[src/rtl/pwm4_pkg.sv]
package pwm4_pkg;
  localparam int unsigned CH_N     = 4;
  localparam int unsigned DIV_W    = 16;
  localparam int unsigned STEP_W   = 8;
  localparam int unsigned ADDR_W   = 8;
  localparam int unsigned DATA_W   = 32;
  // register word offsets; software depends on these
  localparam int unsigned OFS_CTRL = 'h00;
  localparam int unsigned OFS_RUN  = 'h04;
  localparam int unsigned OFS_DIV  = 'h08;
  localparam int unsigned OFS_DUTY = 'h18;
  localparam int unsigned BYP_LSB  = 8;
endpackage

[src/rtl/pwm4_regs.sv]
module pwm4_regs
  import pwm4_pkg::*;
#(
  parameter int unsigned N_CH   = CH_N,
  parameter int unsigned DW     = DIV_W,
  parameter int unsigned SW     = STEP_W,
  parameter int unsigned AW     = ADDR_W,
  parameter int unsigned XW     = DATA_W
) (
  input  logic                      clk,
  input  logic                      rst_n,
  input  logic                      we_i,
  input  logic [AW-1:0]             addr_i,
  input  logic [XW-1:0]             wdata_i,
  output logic [XW-1:0]             rdata_o,
  output logic [N_CH-1:0]           out_en_o,
  output logic [N_CH-1:0]           force_o,
  output logic [N_CH-1:0]           run_o,
  output logic [N_CH-1:0][DW-1:0]   div_o,
  output logic [N_CH-1:0][SW-1:0]   duty_o,
  output logic [N_CH-1:0][$clog2(N_CH)-1:0] sel_o
);
  localparam int unsigned SEL_W   = $clog2(N_CH);
  localparam int unsigned SEL_LSB = SW;

  logic [N_CH-1:0]            out_en_q, out_en_d;
  logic [N_CH-1:0]            force_q,  force_d;
  logic [N_CH-1:0]            run_q,    run_d;
  logic [N_CH-1:0][DW-1:0]    div_q,    div_d;
  logic [N_CH-1:0][SW-1:0]    duty_q,   duty_d;
  logic [N_CH-1:0][SEL_W-1:0] sel_q,    sel_d;

  logic unused_wdata;
  assign unused_wdata = ^wdata_i[XW-1:DW];

  // next-state decode
  always_comb begin
    out_en_d = out_en_q;
    force_d  = force_q;
    run_d    = run_q;
    div_d    = div_q;
    duty_d   = duty_q;
    sel_d    = sel_q;
    if (addr_i == AW'(OFS_CTRL)) begin
      out_en_d = wdata_i[N_CH-1:0];
      force_d  = wdata_i[BYP_LSB +: N_CH];
    end
    if (addr_i == AW'(OFS_RUN)) begin
      run_d = wdata_i[N_CH-1:0];
    end
    for (int c = 0; c < N_CH; c++) begin
      if (addr_i == AW'(OFS_DIV + 4*c)) begin
        div_d[c] = wdata_i[DW-1:0];
      end
      if (addr_i == AW'(OFS_DUTY + 4*c)) begin
        duty_d[c] = wdata_i[SW-1:0];
        sel_d[c]  = wdata_i[SEL_LSB +: SEL_W];
      end
    end
  end

  // register stage, clock enable = write strobe
  always_ff @(posedge clk or negedge rst_n) begin
    if (!rst_n) begin
      out_en_q <= '0;
      force_q  <= '0;
      run_q    <= '0;
      div_q    <= '0;
      duty_q   <= '0;
      sel_q    <= '0;
    end else if (we_i) begin
      out_en_q <= out_en_d;
      force_q  <= force_d;
      run_q    <= run_d;
      div_q    <= div_d;
      duty_q   <= duty_d;
      sel_q    <= sel_d;
    end
  end

  // read mux
  always_comb begin
    rdata_o = '0;
    if (addr_i == AW'(OFS_CTRL)) begin
      rdata_o[N_CH-1:0]          = out_en_q;
      rdata_o[BYP_LSB +: N_CH]   = force_q;
    end
    if (addr_i == AW'(OFS_RUN)) begin
      rdata_o[N_CH-1:0] = run_q;
    end
    for (int c = 0; c < N_CH; c++) begin
      if (addr_i == AW'(OFS_DIV + 4*c)) begin
        rdata_o[DW-1:0] = div_q[c];
      end
      if (addr_i == AW'(OFS_DUTY + 4*c)) begin
        rdata_o[SW-1:0]              = duty_q[c];
        rdata_o[SEL_LSB +: SEL_W]    = sel_q[c];
      end
    end
  end

  assign out_en_o = out_en_q;
  assign force_o  = force_q;
  assign run_o    = run_q;
  assign div_o    = div_q;
  assign duty_o   = duty_q;
  assign sel_o    = sel_q;

  AST_REGS_HOLD: assert property (@(posedge clk) disable iff (!rst_n)
    !we_i |=> ($stable(div_q) && $stable(duty_q) && $stable(sel_q) && $stable(run_q)));
endmodule

[src/rtl/pwm4_timebase.sv]
module pwm4_timebase
  import pwm4_pkg::*;
#(
  parameter int unsigned DW = DIV_W,
  parameter int unsigned SW = STEP_W
) (
  input  logic          clk,
  input  logic          rst_n,
  input  logic          run_i,
  input  logic [DW-1:0] div_i,
  output logic          active_o,
  output logic [SW-1:0] step_o
);
  logic [DW-1:0] presc_q, presc_d;
  logic [SW-1:0] step_q,  step_d;
  logic          wrap;

  assign active_o = run_i && (div_i != '0);
  // >= rather than == so a shrunk divider ends the step at once
  assign wrap     = presc_q >= (div_i - 1'b1);

  always_comb begin
    presc_d = presc_q;
    step_d  = step_q;
    if (!active_o) begin
      presc_d = '0;
      step_d  = '0;
    end else if (wrap) begin
      presc_d = '0;
      step_d  = step_q + 1'b1;
    end else begin
      presc_d = presc_q + 1'b1;
    end
  end

  always_ff @(posedge clk or negedge rst_n) begin
    if (!rst_n) begin
      presc_q <= '0;
      step_q  <= '0;
    end else begin
      presc_q <= presc_d;
      step_q  <= step_d;
    end
  end

  assign step_o = step_q;

  AST_IDLE_CLEAR: assert property (@(posedge clk) disable iff (!rst_n)
    !active_o |=> (step_q == '0 && presc_q == '0));
  AST_STEP_ADV: assert property (@(posedge clk) disable iff (!rst_n)
    (active_o && presc_q == div_i - 1'b1) |=> (step_q == SW'($past(step_q) + 1'b1)));
  AST_SHRINK_RESTART: assert property (@(posedge clk) disable iff (!rst_n)
    (active_o && presc_q >= div_i) |=> (presc_q == '0));
endmodule

[src/rtl/pwm4_chan.sv]
module pwm4_chan
  import pwm4_pkg::*;
#(
  parameter int unsigned SW = STEP_W
) (
  input  logic          clk,
  input  logic          rst_n,
  input  logic          en_i,
  input  logic          force_i,
  input  logic          active_i,
  input  logic [SW-1:0] step_i,
  input  logic [SW-1:0] duty_i,
  output logic          pwm_o
);
  logic below;

  assign below = step_i < duty_i;

  always_comb begin
    pwm_o = 1'b0;
    if (en_i) begin
      if (force_i) begin
        pwm_o = 1'b1;
      end else begin
        pwm_o = active_i && below;
      end
    end
  end

  AST_OFF_LOW: assert property (@(posedge clk) disable iff (!rst_n)
    !en_i |-> !pwm_o);
  AST_FORCE_HIGH: assert property (@(posedge clk) disable iff (!rst_n)
    (en_i && force_i) |-> pwm_o);
  AST_IDLE_LOW: assert property (@(posedge clk) disable iff (!rst_n)
    (!force_i && !active_i) |-> !pwm_o);
endmodule

[src/rtl/pwm4_ctrl.sv]
module pwm4_ctrl
  import pwm4_pkg::*;
#(
  parameter int unsigned N_CH = CH_N,
  parameter int unsigned DW   = DIV_W,
  parameter int unsigned SW   = STEP_W,
  parameter int unsigned AW   = ADDR_W,
  parameter int unsigned XW   = DATA_W
) (
  input  logic          clk,
  input  logic          rst_n,
  input  logic          reg_we,
  input  logic [AW-1:0] reg_addr,
  input  logic [XW-1:0] reg_wdata,
  output logic [XW-1:0] reg_rdata,
  output logic [N_CH-1:0] pwm_o
);
  localparam int unsigned SEL_W = $clog2(N_CH);

  logic [1:0] rst_sync_q;
  logic       rst_n_int;

  // asynchronous assert, synchronous release
  always_ff @(posedge clk or negedge rst_n) begin
    if (!rst_n) begin
      rst_sync_q <= '0;
    end else begin
      rst_sync_q <= {rst_sync_q[0], 1'b1};
    end
  end
  assign rst_n_int = rst_sync_q[1];

  logic [N_CH-1:0]            out_en, force_hi, run;
  logic [N_CH-1:0][DW-1:0]    div;
  logic [N_CH-1:0][SW-1:0]    duty;
  logic [N_CH-1:0][SEL_W-1:0] sel;
  logic [N_CH-1:0]            tb_active;
  logic [N_CH-1:0][SW-1:0]    tb_step;

  pwm4_regs #(.N_CH(N_CH), .DW(DW), .SW(SW), .AW(AW), .XW(XW)) u_regs (
    .clk      (clk),
    .rst_n    (rst_n_int),
    .we_i     (reg_we),
    .addr_i   (reg_addr),
    .wdata_i  (reg_wdata),
    .rdata_o  (reg_rdata),
    .out_en_o (out_en),
    .force_o  (force_hi),
    .run_o    (run),
    .div_o    (div),
    .duty_o   (duty),
    .sel_o    (sel)
  );

  for (genvar t = 0; t < N_CH; t++) begin : g_tb
    pwm4_timebase #(.DW(DW), .SW(SW)) u_tb (
      .clk      (clk),
      .rst_n    (rst_n_int),
      .run_i    (run[t]),
      .div_i    (div[t]),
      .active_o (tb_active[t]),
      .step_o   (tb_step[t])
    );
  end

  for (genvar c = 0; c < N_CH; c++) begin : g_ch
    pwm4_chan #(.SW(SW)) u_ch (
      .clk      (clk),
      .rst_n    (rst_n_int),
      .en_i     (out_en[c]),
      .force_i  (force_hi[c]),
      .active_i (tb_active[sel[c]]),
      .step_i   (tb_step[sel[c]]),
      .duty_i   (duty[c]),
      .pwm_o    (pwm_o[c])
    );
  end

  AST_RESET_QUIET: assert property (@(posedge clk)
    !rst_n_int |-> (pwm_o == '0));
endmodule

[config.mk]
export PLATFORM = sky130hd
export DESIGN_NAME = pwm4_ctrl
export DESIGN_NICKNAME = d
export VERILOG_FILES = /design/src/rtl/pwm4_pkg.sv /design/src/rtl/pwm4_regs.sv /design/src/rtl/pwm4_timebase.sv /design/src/rtl/pwm4_chan.sv /design/src/rtl/pwm4_ctrl.sv
export SDC_FILE = /design/constraint.sdc
export NUM_CORES = 1
export LEC_CHECK = 0
export BUFFER_PORTS_ARGS = -buffer_cell sky130_fd_sc_hd__buf_2
export CAP_MARGIN = 20
export CORE_UTILIZATION = 55
export DETAILED_ROUTE_END_ITERATION = 10
export MAX_ROUTING_LAYER = met4
export PLACE_DENSITY_LB_ADDON = 0.1
export SETUP_SLACK_MARGIN = 0.15
export SLEW_MARGIN = 10
export SYNTH_ARGS = -nofsm -noshare
export SYNTH_HDL_FRONTEND = slang
export SYNTH_HIERARCHICAL = 1
export SYNTH_SLANG_ARGS = --single-unit
[constraint.sdc]
create_clock -name clk -period 11.45 [get_ports clk]
set_clock_uncertainty 0.05 [all_clocks]
set_input_delay 2.29 -clock clk [delete_from_list [all_inputs] [get_ports clk]]
set_output_delay 2.29 -clock clk [all_outputs]
set_load 0.03 [all_outputs]
Yosys cells after proc, flatten, opt, wreduce, memory -nomap -nowiden
Cells that the tools add are included.
{"block": "totals", "inputBits": 43, "elab_cells": 135, "out_inout_bits": 36, "ff_bits": 214}
{"block": "classes", "n_eq_ne": 13, "n_lt_le_gt_ge": 12, "mux": 51, "add_sub_neg": 12, "n_reduce_logical": 23}
{"operator": "2-to-1 mux 16 bit", "n": 12}
{"operator": "2-to-1 mux 8 bit", "n": 12}
{"operator": "adder 16 x 1 -> 16 bit, second input constant", "n": 4}
{"operator": "binary-select mux 8 bit (select 2 bit)", "n": 4}
{"operator": "greater-or-equal comparator 16 bit", "n": 4}
{"operator": "nonzero test 16 bit", "n": 4}
{"operator": "subtractor 16 x 1 -> 16 bit, second input constant", "n": 4}
{"operator": "2-to-1 mux 10 bit", "n": 4}
{"operator": "adder 8 x 1 -> 8 bit, second input constant", "n": 4}
{"operator": "== test 8 x 5 -> 1 bit, second input constant", "n": 4}
{"operator": "< comparator 8 bit", "n": 4}
{"operator": "AND reduction 2 bit", "n": 10}
{"operator": "== test 8 x 4 -> 1 bit, second input constant", "n": 2}
{"operator": "== test 8 x 6 -> 1 bit, second input constant", "n": 2}
{"operator": "< comparator 2 x 3 -> 1 bit, second input constant", "n": 4}
{"operator": "2-to-1 mux 1 bit", "n": 12}
{"operator": "2-to-1 mux 4 bit", "n": 3}
{"operator": "binary-select mux 1 bit (select 2 bit)", "n": 4}
{"operator": "== test 8 x 3 -> 1 bit, second input constant", "n": 1}
{"operator": "logical AND 1 bit", "n": 8}
{"operator": "zero test 8 bit", "n": 1}
{"operator": "inequality test 2 bit, second input constant", "n": 4}

Depth between registers and ports, before layout
{"block": "logic_depth", "ltp_word": 11, "mapped_depth": 14, "mapped_depth_nobuf": 13}

By module
Netlist, hierarchy kept.
{"module": "pwm4_regs", "cells_each": 468, "seq_area_each_um2": 2902.8, "area_each_um2": 5850.6, "n_inst": 1}
{"module": "pwm4_timebase at g_tb[1].u_tb ...", "cells_each": 197, "seq_area_each_um2": 600.6, "area_each_um2": 1830.5, "n_inst": 2}
{"module": "pwm4_timebase at g_tb[3].u_tb", "cells_each": 201, "seq_area_each_um2": 600.6, "area_each_um2": 1883.1, "n_inst": 1}
{"module": "pwm4_timebase at g_tb[0].u_tb", "cells_each": 198, "seq_area_each_um2": 600.6, "area_each_um2": 1859.3, "n_inst": 1}
{"module": "pwm4_ctrl", "cells_each": 47, "seq_area_each_um2": 50.0, "area_each_um2": 929.6, "n_inst": 1}
{"module": "pwm4_chan", "cells_each": 26, "seq_area_each_um2": 0.0, "area_each_um2": 186.4, "n_inst": 4}

Least setup slack after synthesis
OpenSTA, ideal clock, no wires.
{"block": "synth_timing", "kind": "input -> output", "start": "input port reg_addr[2]", "end": "output port reg_rdata[9]", "path_stages": 7, "arrival_ns": 4.101, "setup_slack_ns": 5.009, "required_time_ns": 9.110, "path_buffers": 2, "cell_sequence": "buf_4 > or4_1 > clkbuf_1 > nor2_4 > o2bb2ai_1 > a31oi_1 > o21ai_0"}
{"block": "synth_between", "elab_chain_cells": 10, "word_cells_on_any_way": 18, "cone_classes": "eq/ne (8); mux (9); reduce/logical (1)"}
{"item": "start: declaration", "line_no": "pwm4_ctrl.sv:13", "rtl": "input logic [AW-1:0] reg_addr,"}
{"item": "zero test 8 bit", "line_no": "pwm4_regs.sv:84", "rtl": "if (addr_i == AW'(OFS_CTRL)) begin"}
{"item": "2-to-1 mux 4 bit", "line_no": "pwm4_regs.sv:84"}
{"item": "2-to-1 mux 16 bit", "line_no": "pwm4_regs.sv:92", "rtl": "if (addr_i == AW'(OFS_DIV + 4*c)) begin"}
{"item": "2-to-1 mux 10 bit", "line_no": "pwm4_regs.sv:95", "rtl": "if (addr_i == AW'(OFS_DUTY + 4*c)) begin"}
{"item": "2-to-1 mux 16 bit", "line_no": "pwm4_regs.sv:92"}
{"item": "2-to-1 mux 10 bit", "line_no": "pwm4_regs.sv:95"}
{"item": "2-to-1 mux 16 bit", "line_no": "pwm4_regs.sv:92"}
{"item": "2-to-1 mux 10 bit", "line_no": "pwm4_regs.sv:95"}
{"item": "2-to-1 mux 16 bit", "line_no": "pwm4_regs.sv:92"}
{"item": "2-to-1 mux 10 bit (*)", "line_no": "pwm4_regs.sv:95"}
{"item": "end: declaration", "line_no": "pwm4_ctrl.sv:15", "rtl": "output logic [XW-1:0] reg_rdata,"}
Every way passes the cells marked *; elsewhere a longest branch is shown, timed or not.

Final worst setup path
{"block": "layout_timing", "start": "input port reg_addr[2]", "end": "output port reg_rdata[4]"}
{"block": "layout_between", "elab_chain_cells": 9, "word_cells_on_any_way": 16, "cone_classes": "eq/ne (8); mux (8)"}
{"item": "== test 8 x 4 -> 1 bit", "line_no": "pwm4_regs.sv:92"}
{"item": "2-to-1 mux 16 bit", "line_no": "pwm4_regs.sv:92"}
{"item": "2-to-1 mux 10 bit", "line_no": "pwm4_regs.sv:95"}
{"item": "2-to-1 mux 16 bit", "line_no": "pwm4_regs.sv:92"}
{"item": "2-to-1 mux 10 bit", "line_no": "pwm4_regs.sv:95"}
{"item": "2-to-1 mux 16 bit", "line_no": "pwm4_regs.sv:92"}
{"item": "2-to-1 mux 10 bit", "line_no": "pwm4_regs.sv:95"}
{"item": "2-to-1 mux 16 bit", "line_no": "pwm4_regs.sv:92"}
{"item": "2-to-1 mux 10 bit (*)", "line_no": "pwm4_regs.sv:95"}
Marked as above.

==> results.md <==
* Clock root buffer: clkbuf_16
* Synth warnings at 6
* Number of synthesized register bits at roughly 210
* Cts bufs inserted at 26
* DRC at 0
* Leading area contributor after synthesis: dfrtp_1
* R2R setup slack at between 7 and 8 ns
* Leakage at roughly 0.007 uW
* Port Buf Inserts at 46
* Pwr dens at between 100 and 150 nW/um2
* Area Overhead vs Synth at 8.03%
* Synth top area cells: dfrtp_1, ha_1, mux2_2
* Crit path capture type: output port
* Post-synth top flop: dfrtp_1
* Cell row count at 59
* Register area share after synthesis at a little over a third
* Post-Layout Cell Count at 1,798
* Placed Cells at approximately 1,800
* Most common cell in the netlist: dfrtp_1
* Drt wl/cell at 22.4 um
* Initial Util at a little under three fifths
* Crit start category: input pin
* Final RePlAce weighted congestion at about 0.95
* Avg Cell Area, Syn at between 10 and 15 um2
* Congestion Overflow GR at 0
* Resize count post-CTS at 0
* Cells after synthesis at between 1,000 and 1,500
* RSZ-0062 raised after global routing: no
* Die height at between 150 and 200 um
* Vias at about 11,000
* CP max-delay cell: nor3_1
* Die area at 27,800 um2
* Rel. slew slack at 25.3%
* Skew-Pair Late Insertion Delay at between 0.5 and 0.6 ns
* Critical Path, Cell by Cell: buf_2, nand2_1, nor3_1, buf_4, a22o_1, a221oi_1, o21ai_0, buf_2
* Commonest cells post-synth: dfrtp_1, mux2_2, ha_1
* DRT antenna net count at 0
* Final Hold Fails at 0
* Status: complete, no violations
* Final Routed Wirelength at ~40,000 um
* Fmax at ~130 MHz
* Max VDD drop at 140 uV
* Post-DP HPWL at around 30,000 um
* H-tree Lvls at 1
* Slew Viols, Final at 0
* Core Region at 26,400 um2
* WS Path Type: input pin to output port
* Minimum clock period after layout at between 7 and 8 ns
* Hold WS at 0.318 ns
* Antenna cell count at 0
* Worst r2r path cells at 12
* Worst-margin pin slew at between 1 and 1.5 ns
* Final setup violation count at 0
* Dominant cell type by count on the critical path: buf_2
* Die W at approximately 170 um
* Number of synthesized flops with an enable pin at 0
* Postcts setup bufs at 0
* Initial DRT Pass Iterations at 6
* Initial antenna violation count at 1
* Hold-fix buffers at CTS at 0
* Drt via density at 6.31
* Initial DRC Count at ~900
* CTS Buffer Depth at 3
* Max_cap viols at 0
* Worst Path Max Fanout at 28
* All-layer global routing usage at between 30 and 40%
* Post-layout util at between 60 and 70%
* Hold path cells at 0
* Critical Path RT at 9.11 ns
* Tcrit/Tclk final at 65.5%
* Global-route wire length before repair at approximately 63,000 um
* Setup TNS at 0 ns
* Layout cell share with drive strength beyond 1 at between 20% and 30%
* Clock Sinks at approximately 210
* Vias in the first global route at ~11,000
* I/O pin total at a little under 80
* Largest net degree at the start of global routing at between 70 and 80
* Mapped Area at about 15,000 um2
* CTS tree: built
* Nets at 1,593
* Worst-path clk slew at ~0.050 ns
* Crit path DAT at approximately 5.2 ns
* Yosys top cell area share at between 30% and 40%
* Max incr delay on CP at approximately 0.61 ns
* HP Class: flip-flop to flip-flop
* Ys async rst share at between 90% and 100%
* Post-synth cell types at 95
metrics by stage:
stage               power (uW)  setup slack, ns  instance area [um2]
global placement          1140             4.14                15200
detailed placement        1150             4.16                15200
global route              2050             3.96                16100
floorplan                 1070             4.99                15000
finish                    1960             3.95                16100
CTS                       1980             4.13                16100
power by group:
| part | internal, uW | switching (uW) | total (uW) |
|---|---|---|---|
| clock network | 504 | 325 | 830 |
| logic | 133 | 181 | 314 |
| registers | 777 | 44.0 | 821 |
critical path, delay by kind of cell:
| family | cells | cell delay (ns) |
|---|---|---|
| buffers and inverters | 3 | 1.14 |
| AO/OA/AOI/OAI | 3 | 0.72 |
| AND/OR/NAND/NOR | 2 | 0.97 |
metal layers:
metal  global-route usage, %  share of wire, %
met5                       -                 0
met4                    10.5               3.6
met3                    4.04               6.6
met2                    46.7                46
met1                    41.3                44
cells in the final DEF (no fill, tap or decap), types with 7 or more instances in the layout:
| master | synthesis | layout |
|---|---|---|
| dfrtp_1 | 214 | 213 |
| mux2_2 | 108 | 108 |
| ha_1 | 104 | 104 |
| nor2_1 | 99 | 99 |
| nand2_1 | 99 | 99 |
| xnor2_1 | 75 | 75 |
| a21oi_1 | 58 | 58 |
| o21ai_0 | 51 | 51 |
| inv_1 | 49 | 49 |
| buf_2 | 12 | 46 |
| xor2_1 | 40 | 40 |
| nand3_1 | 37 | 37 |
| mux4_2 | 36 | 36 |
| nor2_2 | 31 | 31 |
| clkbuf_16 | 0 | 27 |
| nand4_1 | 23 | 23 |
| nor3_1 | 22 | 22 |
| and3_1 | 21 | 21 |
| mux2i_1 | 17 | 17 |
| conb_1 | 2 | 17 |
| nand2b_1 | 15 | 15 |
| a22oi_1 | 15 | 15 |
| nor4_1 | 14 | 14 |
| a31oi_1 | 13 | 13 |
| o22ai_1 | 12 | 12 |
| a211oi_1 | 11 | 11 |
| nor3b_1 | 10 | 10 |
| and2_1 | 10 | 10 |
| mux2_4 | 10 | 10 |
| or3_1 | 8 | 8 |
| nor2b_1 | 7 | 7 |
flip-flops by register name, indices dropped and copies added (netlist names):
| name | count |
|---|---|
| u_regs/run_o | 4 |
| rst_sync_q | 2 |
| u_regs/div_o | 64 |
| u_regs/force_o | 4 |
| u_regs/out_en_o | 4 |
| u_regs/duty_o | 32 |
| u_regs/sel_o | 8 |
| g_tb.u_tb/presc_q | 64 |
| g_tb.u_tb/step_o | 32 |
kinds of logic after synthesis:
kind of cell             after synthesis  synth area share [%]
AO/OA/AOI/OAI                        235                  10.8
XOR/XNOR                             115                  6.75
adder cells (fa/ha/maj)              104                  8.72
buffers and inverters                115                  4.37
flip-flops                           214                  35.9
multiplexers                         173                  15.9
other                                  2                0.0503
AND/OR/NAND/NOR                      454                  17.6
final timing paths:
kind	start	to
worst max-delay path	reg_addr[2]	reg_rdata[4]
min in group asynchronous	rst_sync_q[1]	g_tb[2].u_tb/step_o[5]
max in group asynchronous	rst_sync_q[1]	g_tb[3].u_tb/presc_q[13]
worst min-delay path	rst_sync_q[0]	rst_sync_q[1]
worst max register to register	u_regs/div_o[32]	g_tb[2].u_tb/presc_q[15]
worst min register to register	rst_sync_q[0]	rst_sync_q[1]
cell type report:
type                       count  area [um2]
fill                        2230       10200
multi-input combinational   1098        8980
sequential                   214        5360
clock buffer                  35         756
tap                          335         419
timing repair buffer          53         303
inverter                      53         206
clock inverter                10         106
Power figures use the tool's default switching activity.
